`src/rtl/rstctl_pkg.sv`:
```
package rstctl_pkg;
  localparam int DATA_W = 32;

  typedef logic [3:0] mubi4_t;
  localparam mubi4_t MUBI4_TRUE  = 4'h6;
  localparam mubi4_t MUBI4_FALSE = 4'h9;

  // byte offsets; software decodes these
  localparam logic [7:0] OFF_ATEST     = 8'h00;
  localparam logic [7:0] OFF_REQ       = 8'h04;
  localparam logic [7:0] OFF_CAUSE     = 8'h08;
  localparam logic [7:0] OFF_ALOCK     = 8'h0C;
  localparam logic [7:0] OFF_ACTRL     = 8'h10;
  localparam logic [7:0] OFF_AATTR     = 8'h14;
  localparam logic [7:0] OFF_ADATA     = 8'h18;
  localparam logic [7:0] OFF_CLOCK     = 8'h1C;
  localparam logic [7:0] OFF_CCTRL     = 8'h20;
  localparam logic [7:0] OFF_CATTR     = 8'h24;
  localparam logic [7:0] OFF_CDATA     = 8'h28;
  localparam logic [7:0] OFF_SWLOCK0   = 8'h2C;
  localparam logic [7:0] OFF_SWCTRL0   = 8'h4C;
  localparam logic [7:0] OFF_ERR       = 8'h6C;

  function automatic logic mubi_is_true(input mubi4_t v);
    return v == MUBI4_TRUE;
  endfunction

  // address of element i of a word array starting at base
  function automatic logic [7:0] word_addr(input logic [7:0] base, input int i);
    return base + 8'(4 * i);
  endfunction

  // sticky update: set has priority over clear
  function automatic logic [15:0] sticky_next(input logic [15:0] cur,
                                              input logic [15:0] set,
                                              input logic [15:0] clr);
    return (cur & ~clr) | set;
  endfunction

  // write-zero-to-clear lock update
  function automatic logic lock_next(input logic cur, input logic wr, input logic wbit);
    return cur & ~(wr & ~wbit);
  endfunction
endpackage

```
`src/rtl/rstctl_lock.sv`:
```
module rstctl_lock (
  input  logic clk,
  input  logic rst_n,
  input  logic wr_en,
  input  logic wbit,
  output logic lock_q
);
  import rstctl_pkg::*;

  always_ff @(posedge clk or negedge rst_n) begin
    if (!rst_n) lock_q <= 1'b1;
    else        lock_q <= lock_next(lock_q, wr_en, wbit);
  end

  // once cleared the lock cannot be set again
  a_r6_lock_sticky: assert property (@(posedge clk) disable iff (!rst_n)
    !lock_q |=> !lock_q);
endmodule

```
`src/rtl/rstctl_swrst_bank.sv`:
```
module rstctl_swrst_bank #(
  parameter int N_CH = 8
) (
  input  logic            clk,
  input  logic            rst_n,
  input  logic [N_CH-1:0] lock_wr,
  input  logic [N_CH-1:0] ctrl_wr,
  input  logic            wbit,
  output logic [N_CH-1:0] lock_q,
  output logic [N_CH-1:0] rst_n_q
);
  for (genvar i = 0; i < N_CH; i++) begin : g_ch
    logic accept;

    rstctl_lock u_lock (
      .clk    (clk),
      .rst_n  (rst_n),
      .wr_en  (lock_wr[i]),
      .wbit   (wbit),
      .lock_q (lock_q[i])
    );

    assign accept = ctrl_wr[i] & lock_q[i];

    always_ff @(posedge clk or negedge rst_n) begin
      if (!rst_n)      rst_n_q[i] <= 1'b1;
      else if (accept) rst_n_q[i] <= wbit;
    end

    // a locked channel does not move
    a_r7_locked_ignored: assert property (@(posedge clk) disable iff (!rst_n)
      !lock_q[i] |=> $stable(rst_n_q[i]));
  end
endmodule

```
`src/rtl/rstctl_dump_ctl.sv`:
```
module rstctl_dump_ctl #(
  parameter int IDX_W = 4
) (
  input  logic             clk,
  input  logic             rst_n,
  input  logic             sys_rst_evt,
  input  logic             lock_wr,
  input  logic             ctrl_wr,
  input  logic             lock_wbit,
  input  logic             en_wbit,
  input  logic [IDX_W-1:0] idx_wdata,
  output logic             lock_q,
  output logic             en_q,
  output logic [IDX_W-1:0] idx_q
);
  logic accept;

  rstctl_lock u_lock (
    .clk    (clk),
    .rst_n  (rst_n),
    .wr_en  (lock_wr),
    .wbit   (lock_wbit),
    .lock_q (lock_q)
  );

  assign accept = ctrl_wr & lock_q;

  always_ff @(posedge clk or negedge rst_n) begin
    if (!rst_n) begin
      en_q  <= 1'b0;
      idx_q <= '0;
    end else begin
      if (sys_rst_evt) en_q <= 1'b0;
      else if (accept) en_q <= en_wbit;
      if (accept)      idx_q <= idx_wdata;
    end
  end

  // system reset always drops the capture enable
  a_r10_sysrst_clears: assert property (@(posedge clk) disable iff (!rst_n)
    sys_rst_evt |=> !en_q);
  // locked window index stays put
  a_r9_locked_idx: assert property (@(posedge clk) disable iff (!rst_n)
    !lock_q |=> $stable(idx_q));
endmodule

```
`src/rtl/rstctl_cause_log.sv`:
```
module rstctl_cause_log #(
  parameter int N_HW  = 5,
  parameter int N_ERR = 3
) (
  input  logic                     clk,
  input  logic                     rst_n,
  input  logic                     req_wr,
  input  logic                     cause_wr,
  input  logic [3:0]               req_wdata,
  input  logic [2:0]               cause_w1c,
  input  logic                     lp_exit_evt,
  input  logic [N_HW-1:0]          hw_req_evt,
  input  logic                     rst_done_evt,
  input  logic [N_ERR-1:0]         err_evt,
  output rstctl_pkg::mubi4_t       req_q,
  output logic [3+N_HW-1:0]        cause_q,
  output logic [N_ERR-1:0]         err_q
);
  import rstctl_pkg::*;

  localparam int CAUSE_W = 3 + N_HW;

  logic [CAUSE_W-1:0] cause_set, cause_clr;
  logic               sw_cause_evt;

  assign sw_cause_evt = rst_done_evt & mubi_is_true(req_q);
  assign cause_set    = {hw_req_evt, sw_cause_evt, lp_exit_evt, 1'b0};
  assign cause_clr    = cause_wr ? CAUSE_W'(cause_w1c) : '0;

  always_ff @(posedge clk or negedge rst_n) begin
    if (!rst_n) begin
      req_q   <= MUBI4_FALSE;
      cause_q <= CAUSE_W'(1);
      err_q   <= '0;
    end else begin
      if (rst_done_evt) req_q <= MUBI4_FALSE;
      else if (req_wr)  req_q <= mubi4_t'(req_wdata);
      cause_q <= CAUSE_W'(sticky_next(16'(cause_q), 16'(cause_set), 16'(cause_clr)));
      err_q   <= N_ERR'(sticky_next(16'(err_q), 16'(err_evt), 16'h0));
    end
  end

  // completion returns the field to false
  a_r3_done_clears: assert property (@(posedge clk) disable iff (!rst_n)
    rst_done_evt |=> req_q == MUBI4_FALSE);
  // an event wins over a same-cycle clear
  a_r5_set_wins: assert property (@(posedge clk) disable iff (!rst_n)
    lp_exit_evt |=> cause_q[1]);
  // hardware source bits never drop
  a_r4_hw_bits_hold: assert property (@(posedge clk) disable iff (!rst_n)
    1'b1 |=> ((cause_q[CAUSE_W-1:3] & $past(cause_q[CAUSE_W-1:3])) == $past(cause_q[CAUSE_W-1:3])));
  // error flags are sticky
  a_r13_err_sticky: assert property (@(posedge clk) disable iff (!rst_n)
    1'b1 |=> ((err_q & $past(err_q)) == $past(err_q)));
endmodule

```
`src/rtl/rstctl_regs.sv`:
```
module rstctl_regs #(
  parameter int ADDR_W   = 8,
  parameter int N_SWRST  = 8,
  parameter int N_HW_REQ = 5,
  parameter int N_ERR    = 3,
  parameter int IDX_W    = 4,
  parameter int CNT_W    = 4
) (
  input  logic                clk,
  input  logic                rst_n,
  input  logic                sys_rst_evt,
  input  logic                reg_wr,
  input  logic [ADDR_W-1:0]   reg_addr,
  input  logic [31:0]         reg_wdata,
  output logic [31:0]         reg_rdata,
  input  logic                lp_exit_evt,
  input  logic [N_HW_REQ-1:0] hw_req_evt,
  input  logic                rst_done_evt,
  input  logic [N_ERR-1:0]    err_evt,
  input  logic [CNT_W-1:0]    alert_dump_cnt,
  input  logic [31:0]         alert_dump_word,
  input  logic [CNT_W-1:0]    cpu_dump_cnt,
  input  logic [31:0]         cpu_dump_word,
  output logic                sys_rst_req,
  output logic                fatal_alert_pulse,
  output logic                cnsty_alert_pulse,
  output logic [N_SWRST-1:0]  sw_rst_n,
  output logic                alert_dump_en,
  output logic [IDX_W-1:0]    alert_dump_idx,
  output logic                cpu_dump_en,
  output logic [IDX_W-1:0]    cpu_dump_idx
);
  import rstctl_pkg::*;

  localparam int CAUSE_W = 3 + N_HW_REQ;

  function automatic logic hit(input logic [ADDR_W-1:0] a, input logic [7:0] off);
    return a == ADDR_W'(off);
  endfunction

  // named write events
  logic wr_atest, wr_req, wr_cause, wr_alock, wr_actrl, wr_clock, wr_cctrl;
  logic [N_SWRST-1:0] wr_swlock, wr_swctrl;

  assign wr_atest = reg_wr & hit(reg_addr, OFF_ATEST);
  assign wr_req   = reg_wr & hit(reg_addr, OFF_REQ);
  assign wr_cause = reg_wr & hit(reg_addr, OFF_CAUSE);
  assign wr_alock = reg_wr & hit(reg_addr, OFF_ALOCK);
  assign wr_actrl = reg_wr & hit(reg_addr, OFF_ACTRL);
  assign wr_clock = reg_wr & hit(reg_addr, OFF_CLOCK);
  assign wr_cctrl = reg_wr & hit(reg_addr, OFF_CCTRL);

  for (genvar i = 0; i < N_SWRST; i++) begin : g_dec
    assign wr_swlock[i] = reg_wr & hit(reg_addr, word_addr(OFF_SWLOCK0, i));
    assign wr_swctrl[i] = reg_wr & hit(reg_addr, word_addr(OFF_SWCTRL0, i));
  end

  logic unused_wdata;
  assign unused_wdata = ^reg_wdata[31:8];

  // cause, request, error
  mubi4_t             req_q;
  logic [CAUSE_W-1:0] cause_q;
  logic [N_ERR-1:0]   err_q;

  rstctl_cause_log #(.N_HW(N_HW_REQ), .N_ERR(N_ERR)) u_cause (
    .clk          (clk),
    .rst_n        (rst_n),
    .req_wr       (wr_req),
    .cause_wr     (wr_cause),
    .req_wdata    (reg_wdata[3:0]),
    .cause_w1c    (reg_wdata[2:0]),
    .lp_exit_evt  (lp_exit_evt),
    .hw_req_evt   (hw_req_evt),
    .rst_done_evt (rst_done_evt),
    .err_evt      (err_evt),
    .req_q        (req_q),
    .cause_q      (cause_q),
    .err_q        (err_q)
  );

  assign sys_rst_req = mubi_is_true(req_q);

  // software reset bank
  logic [N_SWRST-1:0] swlock_q;

  rstctl_swrst_bank #(.N_CH(N_SWRST)) u_swrst (
    .clk     (clk),
    .rst_n   (rst_n),
    .lock_wr (wr_swlock),
    .ctrl_wr (wr_swctrl),
    .wbit    (reg_wdata[0]),
    .lock_q  (swlock_q),
    .rst_n_q (sw_rst_n)
  );

  // dump windows
  logic alock_q, clock_q;

  rstctl_dump_ctl #(.IDX_W(IDX_W)) u_adump (
    .clk         (clk),
    .rst_n       (rst_n),
    .sys_rst_evt (sys_rst_evt),
    .lock_wr     (wr_alock),
    .ctrl_wr     (wr_actrl),
    .lock_wbit   (reg_wdata[0]),
    .en_wbit     (reg_wdata[0]),
    .idx_wdata   (reg_wdata[4 +: IDX_W]),
    .lock_q      (alock_q),
    .en_q        (alert_dump_en),
    .idx_q       (alert_dump_idx)
  );

  rstctl_dump_ctl #(.IDX_W(IDX_W)) u_cdump (
    .clk         (clk),
    .rst_n       (rst_n),
    .sys_rst_evt (sys_rst_evt),
    .lock_wr     (wr_clock),
    .ctrl_wr     (wr_cctrl),
    .lock_wbit   (reg_wdata[0]),
    .en_wbit     (reg_wdata[0]),
    .idx_wdata   (reg_wdata[4 +: IDX_W]),
    .lock_q      (clock_q),
    .en_q        (cpu_dump_en),
    .idx_q       (cpu_dump_idx)
  );

  // alert test pulses
  always_ff @(posedge clk or negedge rst_n) begin
    if (!rst_n) begin
      fatal_alert_pulse <= 1'b0;
      cnsty_alert_pulse <= 1'b0;
    end else begin
      fatal_alert_pulse <= wr_atest & reg_wdata[0];
      cnsty_alert_pulse <= wr_atest & reg_wdata[1];
    end
  end

  // read mux
  always_comb begin
    reg_rdata = '0;
    if (hit(reg_addr, OFF_REQ))   reg_rdata = 32'(req_q);
    if (hit(reg_addr, OFF_CAUSE)) reg_rdata = 32'(cause_q);
    if (hit(reg_addr, OFF_ALOCK)) reg_rdata = 32'(alock_q);
    if (hit(reg_addr, OFF_ACTRL)) reg_rdata = 32'({alert_dump_idx, 3'b000, alert_dump_en});
    if (hit(reg_addr, OFF_AATTR)) reg_rdata = 32'(alert_dump_cnt);
    if (hit(reg_addr, OFF_ADATA)) reg_rdata = alert_dump_word;
    if (hit(reg_addr, OFF_CLOCK)) reg_rdata = 32'(clock_q);
    if (hit(reg_addr, OFF_CCTRL)) reg_rdata = 32'({cpu_dump_idx, 3'b000, cpu_dump_en});
    if (hit(reg_addr, OFF_CATTR)) reg_rdata = 32'(cpu_dump_cnt);
    if (hit(reg_addr, OFF_CDATA)) reg_rdata = cpu_dump_word;
    if (hit(reg_addr, OFF_ERR))   reg_rdata = 32'(err_q);
    for (int i = 0; i < N_SWRST; i++) begin
      if (hit(reg_addr, word_addr(OFF_SWLOCK0, i))) reg_rdata = 32'(swlock_q[i]);
      if (hit(reg_addr, word_addr(OFF_SWCTRL0, i))) reg_rdata = 32'(sw_rst_n[i]);
    end
  end

  // each test pulse traces back to a test write
  a_r12_fatal_src: assert property (@(posedge clk) disable iff (!rst_n)
    fatal_alert_pulse |-> $past(wr_atest && reg_wdata[0]));
  a_r12_cnsty_src: assert property (@(posedge clk) disable iff (!rst_n)
    cnsty_alert_pulse |-> $past(wr_atest && reg_wdata[1]));
  // a request only rises after a request write
  a_r2_req_source: assert property (@(posedge clk) disable iff (!rst_n)
    $rose(sys_rst_req) |-> $past(wr_req));
endmodule

```
`config.mk`:
```
export PLATFORM = sky130hd
export DESIGN_NAME = rstctl_regs
export DESIGN_NICKNAME = d
export VERILOG_FILES = /design/src/rtl/rstctl_pkg.sv /design/src/rtl/rstctl_lock.sv /design/src/rtl/rstctl_swrst_bank.sv /design/src/rtl/rstctl_dump_ctl.sv /design/src/rtl/rstctl_cause_log.sv /design/src/rtl/rstctl_regs.sv
export SDC_FILE = /design/constraint.sdc
export NUM_CORES = 1
export LEC_CHECK = 0
export ABC_AREA = 1
export CORE_MARGIN = 3
export CORE_UTILIZATION = 30
export CTS_CLUSTER_SIZE = 40
export DETAILED_ROUTE_END_ITERATION = 10
export GPL_ROUTABILITY_DRIVEN = 0
export GPL_TIMING_DRIVEN = 0
export PLACE_DENSITY = 0.72
export SYNTH_ARGS = -nofsm -noshare
export SYNTH_HDL_FRONTEND = slang
export SYNTH_SLANG_ARGS = --single-unit
```
`constraint.sdc`:
```
create_clock -name clk -period 1.8 [get_ports clk]
set_clock_uncertainty 0.05 [all_clocks]
set_input_delay 0.18 -clock clk [delete_from_list [all_inputs] [get_ports clk]]
set_output_delay 0.18 -clock clk [all_outputs]
set_load 0.01 [all_outputs]
```
==> flow_metrics.tcl, run 1 <==
set metrics [dict create \
    status "finished with violations" \
    violations "negative setup slack" \
    syn_nets 487 \
    cts-root-buf "clkbuf_8" \
    crit_top_cell "nand2_1" \
    min_path_type "input port to flip-flop" \
    layout-drive-gt1-share_pct 26.7 \
    ioPinCount 179 \
    dp_cells 624 \
    worstPathArrival_ns 2.04 \
    relSlewSlack_pct 72.6 \
    routed_wl_um 11100 \
    syn_to_final_growth_pct 76.5 \
    fp.dieW_um 101 \
    maxSlewViolCount 0 \
    synth_edf_count 0 \
    cp-end-kind "primary output" \
    syn_inst 361 \
    worstPathCellList "buf_2 > inv_2 > nand2_2 > nor2_4 > nand2_4 > or2_1 > nand2_1 > nand4_1 > nor2_1 > nand4_1 > nand2_1 > nand4_1 > nand2_1 > nand3_1 > nand2_1 > nand4_1 > nand2_1 > nand3_2 > buf_6" \
    cts_buffers 5 \
    start_kind "input port" \
    avgSynthCellArea_um2 7.55 \
    regArea_um2 1150 \
    fin_nets 675 \
    synth-simple-area-share_pct 28.4 \
    ys_async_sr_fraction_pct 100 \
    worstMarginPinSlew_ns 0.408 \
    synth_compound_area_share_pct 19.4 \
    synth-main-ff-cell "dfrtp_1" \
    via_count 3320 \
    clock_latency_ns 0.30 \
    internal_power_w 0.00155 \
    overflow 0 \
    coreArea_um2 8760 \
    setup_viol 8 \
    critPathKind "input port to primary output" \
    cp.required_ns 1.57 \
    syn_area_um2 2730 \
    post-route-period-util_pct 126 \
    p_clk_share_pct 29.7 \
    path_clk_slew_ns 0.09 \
    p_leak_nw 2.11 \
    synth_fa_ha_area_share_pct 0 \
    netSwitchingFraction_pct 25.1 \
    p_comb_share_pct 20.6 \
    grt_max_degree 38 \
    final_cell_mix "clkdlybuf4s50_1 (112), nand2_1 (64), inv_1 (47)" \
    layout_min_cycle_time_ns 2.27 \
    grt_pass1_wl_um 17400 \
    critical_path.max_fanout 4 \
    final_cells 658 \
    grt.total_usage_pct 21.7 \
    cts_tree "done" \
    synthMuxAreaShare_pct 0 \
    post_drt_wl_per_cell_um 16.9 \
    tns_ns -0.912 \
    port_buffers 154 \
    cts.htree.levels 2 \
    setup_ws_ns -0.473 \
    synth_cell_type_count 32 \
    ys_ff_latch 45 \
    drt-initial-drc-count 182 \
    cts_sinks 45 \
    p_per_area_nw_per_um2 431 \
    nFillCells 792 \
    dr.pass1.iters 5 \
    place_area_um2 4430 \
    p_sw_w 0.000521 \
    final_area_um2 4810 \
    synth_top_family_by_area "simple AND/OR/NAND/NOR gates" \
    die_y_um 101 \
    diodes 0 \
    initial_utilization_pct 31.1 \
    hold_viol_final 0 \
    rsz0062_at_grt "yes" \
    synth_xor_area_share_pct 0 \
    ant_nets 0 \
    critPathMaxStageDelay_ns 0.25 \
    cts_max_path_buffers 2 \
    ys_warn_count 0 \
    seqPwrFrac_pct 49.7 \
    fmax_ghz 0.440 \
    drc_errors 0 \
    power_w 0.00208 \
    ys_seq_area_share_pct 42.3 \
    whs_ns 0.272 \
    crit_slowest_cell "or2_1" \
    die_area_um2 10300 \
    ir_worst_vdd_mv 0.260 \
    layout_commonest_cell "clkdlybuf4s50_1" \
    fp-row-count 34 \
    grt_pass1_vias 3336 \
    dpl.hpwl_um 8490 \
    max_cap_violations 0 \
    viasPerCell 5.05 \
    antenna_found_initial 0 \
    multi_input_area_um2 1450 \
]
## worst paths after layout
check | start | to | slack [ns] | cells past startpoint
setup / recovery | reg_addr[5] | reg_rdata[0] | -0.47 | 19
hold / removal | reg_addr[0] | u_adump.u_lock.lock_q$_DFF_PN1_ | 0.27 | 5
setup reg to reg | u_adump.u_lock.lock_q$_DFF_PN1_ | u_adump.en_q$_DFFE_PN0P_ | 0.46 | 4
hold reg to reg | u_swrst.g_ch[0].u_lock.lock_q$_DFF_PN1_ | u_swrst.g_ch[0].u_lock.lock_q$_DFF_PN1_ | 0.41 | 2
max in group asynchronous | rst_n | u_swrst.rst_n_q[0]$_DFFE_PN1P_ | 0.95 | 3
min in group asynchronous | rst_n | u_swrst.g_ch[3].u_lock.lock_q$_DFF_PN1_ | 0.46 | 2
## cells by family (layout without fill, tap and decap cells)
group,count (synthesis),after routing
AO/OA/AOI/OAI,72,72
buffers and inverters,72,261
flip-flops,45,45
AND/OR/NAND/NOR,172,172
## cells in the mapped netlist (2+ instances only)
cell | number | area share (%)
o21ai_0 | 25 | 4.6
a21oi_1 | 6 | 1.1
clkbuf_1 | 9 | 1.2
nand4_1 | 6 | 1.4
a32o_1 | 24 | 8.8
nand2_1 | 69 | 9.5
nor3_1 | 4 | 0.73
dfrtp_1 | 24 | 22
a21boi_0 | 2 | 0.55
or2_2 | 9 | 2.1
nand3_1 | 35 | 6.4
inv_2 | 4 | 0.55
o211ai_1 | 2 | 0.55
nand2_2 | 2 | 0.46
a221oi_1 | 6 | 1.9
nor2_2 | 2 | 0.46
inv_1 | 58 | 8.0
nor2_4 | 2 | 0.83
a31oi_1 | 2 | 0.46
dfstp_2 | 21 | 20
nor2_1 | 38 | 5.2
## per-stage QoR
stage	setup WS, ns	utilization [%]
after floorplan	0.00793	-
final	-0.473	54.9
after global placement	-1.40	50.3
after global routing	-0.669	54.9
after CTS	-0.520	54.1
after detailed placement	-1.39	50.5
## registers in the layout, indices dropped and copies added (netlist names)
name and count:
fatal_alert_pulse 1, u_cdump.u_lock.lock_q 1, u_cdump.idx_q 4, u_cause.err_q 3, u_adump.en_q 1, u_cause.req_q 4, u_swrst.g_ch.u_lock.lock_q 8, u_swrst.rst_n_q 8
u_cdump.en_q 1, u_adump.idx_q 4, cnsty_alert_pulse 1, u_adump.u_lock.lock_q 1, u_cause.cause_q 8
## layout make-up
type	instances	area share (%)
Timing Repair Buffer	182	34.8
Multi-Input combinational cell	244	30.1
Sequential cell	45	23.9
Inverter	63	5.20
Tap cell	108	2.81
Clock buffer	7	1.59
Buffer	8	1.48
Clock inverter	1	0.104
## timing repair
item,CTS,global route
buffers inserted,20,6
endpoints found under the hold margin,32,0
resized for setup,136,67
pin swaps,22,19
hold buffers,1,0
setup endpoints to repair,45,34
## power by group through the flow
stage	sequential (W)	combinational [W]	clock (W)
detailed placement	0.00105	0.000375	0
CTS	0.00103	0.000407	0.000630
global route	0.00103	0.000460	0.000685
floorplan	0.00105	0.0000748	0
global placement	0.00105	0.000368	0
finish	0.00103	0.000428	0.000616
## worst max-delay path, delay by kind of cell
family | cells | cell delay (ns)
buffers and inverters | 3 | 0.31
and+or+nand+nor | 16 | 1.54
## layer usage
metal | up-vias | GRT usage [%] | share of wire [%]
met3 | 19 | 4.34 | 5.7
met4 | 0 | 6.24 | 1.9
met2 | 132 | 35.9 | 50
met5 | - | 0 | 0
li1 | 1597 | - | -
met1 | 1572 | 28.7 | 43
Power figures use the tool's default switching activity.
==> inputs of run 2 (changes only) <==
--- a/config.mk
+++ b/config.mk
@@ -12,7 +12,7 @@
 export DETAILED_ROUTE_END_ITERATION = 10
 export GPL_ROUTABILITY_DRIVEN = 0
 export GPL_TIMING_DRIVEN = 0
-export PLACE_DENSITY = 0.72
+export PLACE_DENSITY = 0.69
 export SYNTH_ARGS = -nofsm -noshare
 export SYNTH_HDL_FRONTEND = slang
 export SYNTH_SLANG_ARGS = --single-unit
==> constraint.sdc (replaced) <==
create_clock -name clk -period 2.7 [get_ports clk]
set_clock_uncertainty 0.05 [all_clocks]
set_input_delay 0.27 -clock clk [delete_from_list [all_inputs] [get_ports clk]]
set_output_delay 0.27 -clock clk [all_outputs]
set_load 0.01 [all_outputs]
==> run 2 against run 1 <==
  * The flow now finishes without violations
  * Die area unchanged
  * Global-route usage down 2.2 points
  * Via count is 2.0% lower
  * Clock-buffer cell count down 1
  * Final cell count shrank 1.5%
  * Sequential power shrank 33%
  * Non-clock buffer count shrank 10
  * Core utilization shrank 0.81 points
  * Clock power is 33% lower
==> flow_metrics.tcl, run 2 (synthesis gave the netlist of run 1 again) <==
set metrics [dict create \
    initial_utilization_pct 31.1 \
    cts_sinks 45 \
    layout_min_cycle_time_ns 2.50 \
    cts_buffers 5 \
    final_area_um2 4740 \
    port_buffers 154 \
    dp_cells 624 \
    p_clk_share_pct 30.3 \
    viasPerCell 5.02 \
    top_regs "u_cause.cause_q: 8 flops, u_swrst.g_ch.u_lock.lock_q: 8 flops, u_swrst.rst_n_q: 8 flops" \
    post-route-period-util_pct 92.4 \
    final_cells 648 \
    die_y_um 101 \
    fmax_ghz 0.401 \
    nFillCells 846 \
    ant_nets 0 \
    p_per_area_nw_per_um2 288 \
    fp-row-count 34 \
    status "complete, no violations" \
    grt_max_degree 29 \
    overflow 0 \
    path_clk_slew_ns 0.08 \
    routed_wl_um 10400 \
    grt.busiest_layer "met2" \
    cts.htree.levels 2 \
    dpl.hpwl_um 8050 \
    hold_viol_final 0 \
    worstPathArrival_ns 2.18 \
    place_area_um2 4420 \
    min_path_type "input port to asynchronous set/reset pin" \
    met2_usage_pct 35.6 \
    critical_path.max_fanout 10 \
    setup_viol 0 \
    layout_commonest_cell "clkdlybuf4s50_1" \
    dr.pass1.iters 4 \
    clock_latency_ns 0.30 \
    grt_util_met1_pct 23.1 \
    rsz0062_at_grt "no" \
    cp-end-kind "primary output" \
    diodes 0 \
    final_cell_mix "clkdlybuf4s50_1 (141), nand2_1 (63), inv_1 (53)" \
    cts-root-buf "clkbuf_8" \
    fp.dieW_um 101 \
    grt_pass1_wl_um 15800 \
    max_cap_violations 0 \
    critPathKind "input port to primary output" \
    relSlewSlack_pct 59.2 \
    internal_power_w 0.00102 \
    p_sw_w 0.000342 \
    grt_pass1_vias 3155 \
    drc_errors 0 \
    setup_ws_ns 0.205 \
    post_drt_wl_per_cell_um 16.1 \
    drt-initial-drc-count 135 \
    ir_worst_vdd_mv 0.173 \
    seqPwrFrac_pct 50.2 \
    p_comb_share_pct 19.4 \
    fin_nets 665 \
    ioPinCount 179 \
    netSwitchingFraction_pct 25.1 \
    layout-drive-gt1-share_pct 17.2 \
    cp.required_ns 2.38 \
    antenna_found_initial 0 \
    die_area_um2 10300 \
    worstMarginPinSlew_ns 0.610 \
    syn_to_final_growth_pct 73.9 \
    grt.total_usage_pct 19.5 \
    p_leak_nw 2.00 \
    via_count 3253 \
    start_kind "input port" \
    maxSlewViolCount 0 \
    coreArea_um2 8760 \
    grt_use_met3_pct 4.34 \
    cts_max_path_buffers 2 \
    cts_tree "done" \
    place_ws_ns -0.745 \
]
[run 2: final timing paths]
check | from | to | slack (ns) | depth (start not counted)
worst max-delay path | reg_addr[5] | reg_rdata[17] | 0.20 | 10
worst min-delay path | rst_n | u_cause.cause_q[4]$_DFF_PN0_ | 0.39 | 2
worst max register to register | u_cdump.u_lock.lock_q$_DFF_PN1_ | u_cdump.idx_q[3]$_DFFE_PN0P_ | 1.45 | 2
worst min register to register | u_swrst.g_ch[6].u_lock.lock_q$_DFF_PN1_ | u_swrst.g_ch[6].u_lock.lock_q$_DFF_PN1_ | 0.41 | 2
max in group asynchronous | rst_n | u_swrst.rst_n_q[3]$_DFFE_PN1P_ | 1.64 | 3
min in group clk | reg_addr[5] | fatal_alert_pulse$_DFF_PN0_ | 0.41 | 6
[run 2: what timing repair did]
item | CTS | global route
gates resized for setup | 30 | 25
setup buffers | 10 | 5
endpoints found under the setup margin | 32 | 32
pin swaps | 9 | 14
gates cloned | 0 | 0
endpoints found under the hold margin | 9 | 0
hold buffers | 1 | 0
[run 2: metrics by stage]
step           TNS (ns)  total power (W)  hold WS [ns]  util [%]
5_1_grt               0          0.00142         0.428      54.1
6_report              0          0.00137         0.386      54.1
3_3_place_gp      -9.53         0.000940         0.395      50.2
3_5_place_dp     -10.07         0.000946         0.189      50.4
2_1_floorplan         0         0.000748       -0.0756         -
4_1_cts          -0.539          0.00138         0.394      53.2
[run 2: critical path, cell delays in order]
cell	delay (ns)
dlymetal6s2s_1	0.13
inv_2	0.12
nand2_2	0.09
nor2_4	0.17
nand2_4	0.08
buf_4	0.14
clkinv_1	0.17
clkbuf_2	0.27
a32o_1	0.16
clkdlybuf4s50_1	0.56
[run 2: power groups by stage]
stage | registers (W) | logic, W | clock network [W]
finish | 0.000686 | 0.000265 | 0.000414
CTS | 0.000686 | 0.000261 | 0.000430
detailed placement | 0.000697 | 0.000249 | 0
global route | 0.000686 | 0.000286 | 0.000447
floorplan | 0.000699 | 0.0000493 | 0
global placement | 0.000697 | 0.000242 | 0
[run 2: area by class of cell]
class                   instances  area, µm²  area share [%]
well taps                     108        135            2.85
plain buffers                   9       40.0           0.844
flip-flops and latches         45       1150            24.3
clock buffers                   6       72.6            1.53
repair buffers                171       1690            35.7
inverters                      63        244            5.15
multi-input cells             244       1400            29.4
clock inverters                 2       10.0           0.211
[run 2: metal layers]
metal  vias to the layer above  part of all wire (%)
met5                         -                     0
met4                         0                   1.4
met3                        13                   9.0
met2                       140                    50
met1                      1525                    40
li1                       1575                     -
==> inputs of run 3 (changes only) <==
--- a/config.mk
+++ b/config.mk
@@ -12,7 +12,7 @@
 export DETAILED_ROUTE_END_ITERATION = 10
 export GPL_ROUTABILITY_DRIVEN = 0
 export GPL_TIMING_DRIVEN = 0
-export PLACE_DENSITY = 0.69
+export PLACE_DENSITY = 0.79
 export SYNTH_ARGS = -nofsm -noshare
 export SYNTH_HDL_FRONTEND = slang
 export SYNTH_SLANG_ARGS = --single-unit
==> run 3 against run 2 <==
  * Hold slack got worse by 0.055 ns
  * Sequential cell count unchanged
  * Clock-buffer cell count unchanged
  * First-iteration DRC count increased by 43%
  * Clock power about the same
  * Core utilization about the same
  * Fmax increased by 0.47%
  * Cell area about the same
  * Largest cell class unchanged
==> flow_metrics.tcl, run 3 (synthesis gave the netlist of run 1 again) <==
set metrics [dict create \
    status "complete, no violations" \
    critical_path.max_fanout 8 \
    dpl.hpwl_um 8430 \
    layout-drive-gt1-share_pct 19.9 \
    overflow 0 \
    final_area_um2 4750 \
    cts_max_path_buffers 2 \
    antenna_found_initial 0 \
    cp-end-kind "primary output" \
    cts_buffers 5 \
    worstMarginPinSlew_ns 0.667 \
    met2_usage_pct 36.7 \
    die_area_um2 10300 \
    crit_start "reg_addr[3]" \
    initial_utilization_pct 31.1 \
    routed_wl_um 11000 \
    layout_min_cycle_time_ns 2.48 \
    fmax_ghz 0.403 \
    grt_pass1_vias 3375 \
    place_area_um2 4420 \
    layout_commonest_cell "clkdlybuf4s50_1" \
    min_path_type "input port to asynchronous set/reset pin" \
    cts.htree.levels 2 \
    p_comb_share_pct 19.7 \
    start_kind "input port" \
    critPathKind "input port to primary output" \
    internal_power_w 0.00102 \
    cp.required_ns 2.38 \
    die_y_um 101 \
    post-route-period-util_pct 92.0 \
    port_buffers 154 \
    p_sw_w 0.000346 \
    setup_viol 0 \
    hold_viol_final 0 \
    viasPerCell 5.06 \
    drc_errors 0 \
    p_clk_share_pct 30.2 \
    via_count 3288 \
    seqPwrFrac_pct 50.1 \
    dp_cells 624 \
    grt.total_usage_pct 20.4 \
    r2r_start "u_cdump.u_lock.lock_q$_DFF_PN1_" \
    grt_max_degree 35 \
    maxSlewViolCount 0 \
    relSlewSlack_pct 55.4 \
    fin_nets 667 \
    grt_util_met1_pct 23.7 \
    max_cap_violations 0 \
    coreArea_um2 8760 \
    netSwitchingFraction_pct 25.3 \
    p_leak_nw 2.00 \
    dr.pass1.iters 5 \
    ant_nets 0 \
    fp-row-count 34 \
    grt_pass1_wl_um 16500 \
    grt.busiest_layer "met2" \
    ioPinCount 179 \
    cts-root-buf "clkbuf_8" \
    grt_use_met3_pct 5.03 \
    cts_tree "done" \
    p_per_area_nw_per_um2 289 \
    syn_to_final_growth_pct 74.1 \
    final_cells 650 \
    cts_sinks 45 \
    worstPathArrival_ns 2.16 \
    top_regs "u_cause.cause_q: 8 flops, u_swrst.g_ch.u_lock.lock_q: 8 flops, u_swrst.rst_n_q: 8 flops" \
    fp.dieW_um 101 \
    path_clk_slew_ns 0.09 \
    ir_worst_vdd_mv 0.181 \
    drt-initial-drc-count 193 \
    diodes 0 \
    post_drt_wl_per_cell_um 16.9 \
    clock_latency_ns 0.30 \
    final_cell_mix "clkdlybuf4s50_1 (138), nand2_1 (64), inv_1 (52)" \
]
[run 3: cell count changes in the layout (fill, tap and decap cells not counted), sizes merged]
| cell | previous run | this run |
|---|---|---|
| clkinvlp | 2 | 1 |
| clkdlybuf4s50 | 141 | 138 |
| dlygate4sd2 | 3 | 6 |
| inv | 60 | 61 |
| dlymetal6s2s | 6 | 1 |
| clkbuf | 17 | 21 |
| buf | 18 | 21 |
[run 3: cell type report]
| class | count | area [µm²] |
|---|---|---|
| fill | 787 | 4020 |
| timing repair buffer | 174 | 1670 |
| multi-input combinational | 244 | 1420 |
| sequential | 45 | 1150 |
| inverter | 63 | 240 |
| tap | 108 | 135 |
| clock buffer | 6 | 72.6 |
| buffer | 8 | 41.3 |
| clock inverter | 2 | 10.0 |
[run 3: timing repair]
action,in CTS,in global routing
setup endpoints to repair,32,31
resized for setup,39,35
setup buffers,13,5
hold endpoints to repair,1,0
cloned,0,0
pin swaps,9,17
hold buffers,1,0
[run 3: through the flow]
stage | TNS, ns | total power [W] | hold WS (ns) | utilization [%] | setup WS [ns]
after floorplan | 0 | 0.000748 | -0.0756 | - | 0.710
after global placement | -8.35 | 0.000941 | 0.395 | 50.2 | -0.680
after detailed placement | -9.92 | 0.000947 | 0.124 | 50.4 | -0.745
after CTS | -0.860 | 0.00138 | 0.336 | 53.4 | -0.0724
after global routing | -0.0400 | 0.00143 | 0.353 | 54.2 | -0.0400
final | 0 | 0.00137 | 0.331 | 54.2 | 0.217
[run 3: path summary, 6_finish.rpt]
kind,cells after the start,slack (ns),end
max reg2reg,3,1.42,u_cdump.en_q$_DFFE_PN0P_
min,2,0.33,u_cause.err_q[2]$_DFF_PN0_
min in group clk,5,0.36,cnsty_alert_pulse$_DFF_PN0_
max in group asynchronous,3,1.71,u_cause.req_q[3]$_DFFE_PN1P_
max,20,0.22,reg_rdata[0]
min reg2reg,1,0.42,u_cause.err_q[2]$_DFF_PN0_
[run 3: routing by layer]
layer  part of all wire (%)  wire (µm)
met5                      0          0
met4                    2.6        284
met1                     40       4370
met2                     49       5420
met3                    8.4        923
[run 3: worst max-delay path: stages]
cell and delay, ns:
dlymetal6s2s_1 0.17, inv_1 0.10, nand4_1 0.12, buf_6 0.17, nor2_4 0.07, nand2_1 0.06
nand3_1 0.08, nand2_1 0.07, nand4_1 0.08, nor2_1 0.11, nand4_1 0.10, nand2_1 0.08
nand4_1 0.09, nand2_1 0.08, nand3_1 0.06, nand2_1 0.08, nand4_1 0.09, nand2_1 0.10
nand3_2 0.07, buf_6 0.12
[run 3: power groups by stage]
stage | registers, W | logic [W] | clock network (W)
after floorplan | 0.000699 | 0.0000493 | 0
after global placement | 0.000698 | 0.000244 | 0
after detailed placement | 0.000698 | 0.000250 | 0
after CTS | 0.000686 | 0.000265 | 0.000424
after global routing | 0.000687 | 0.000291 | 0.000449
final | 0.000686 | 0.000270 | 0.000414
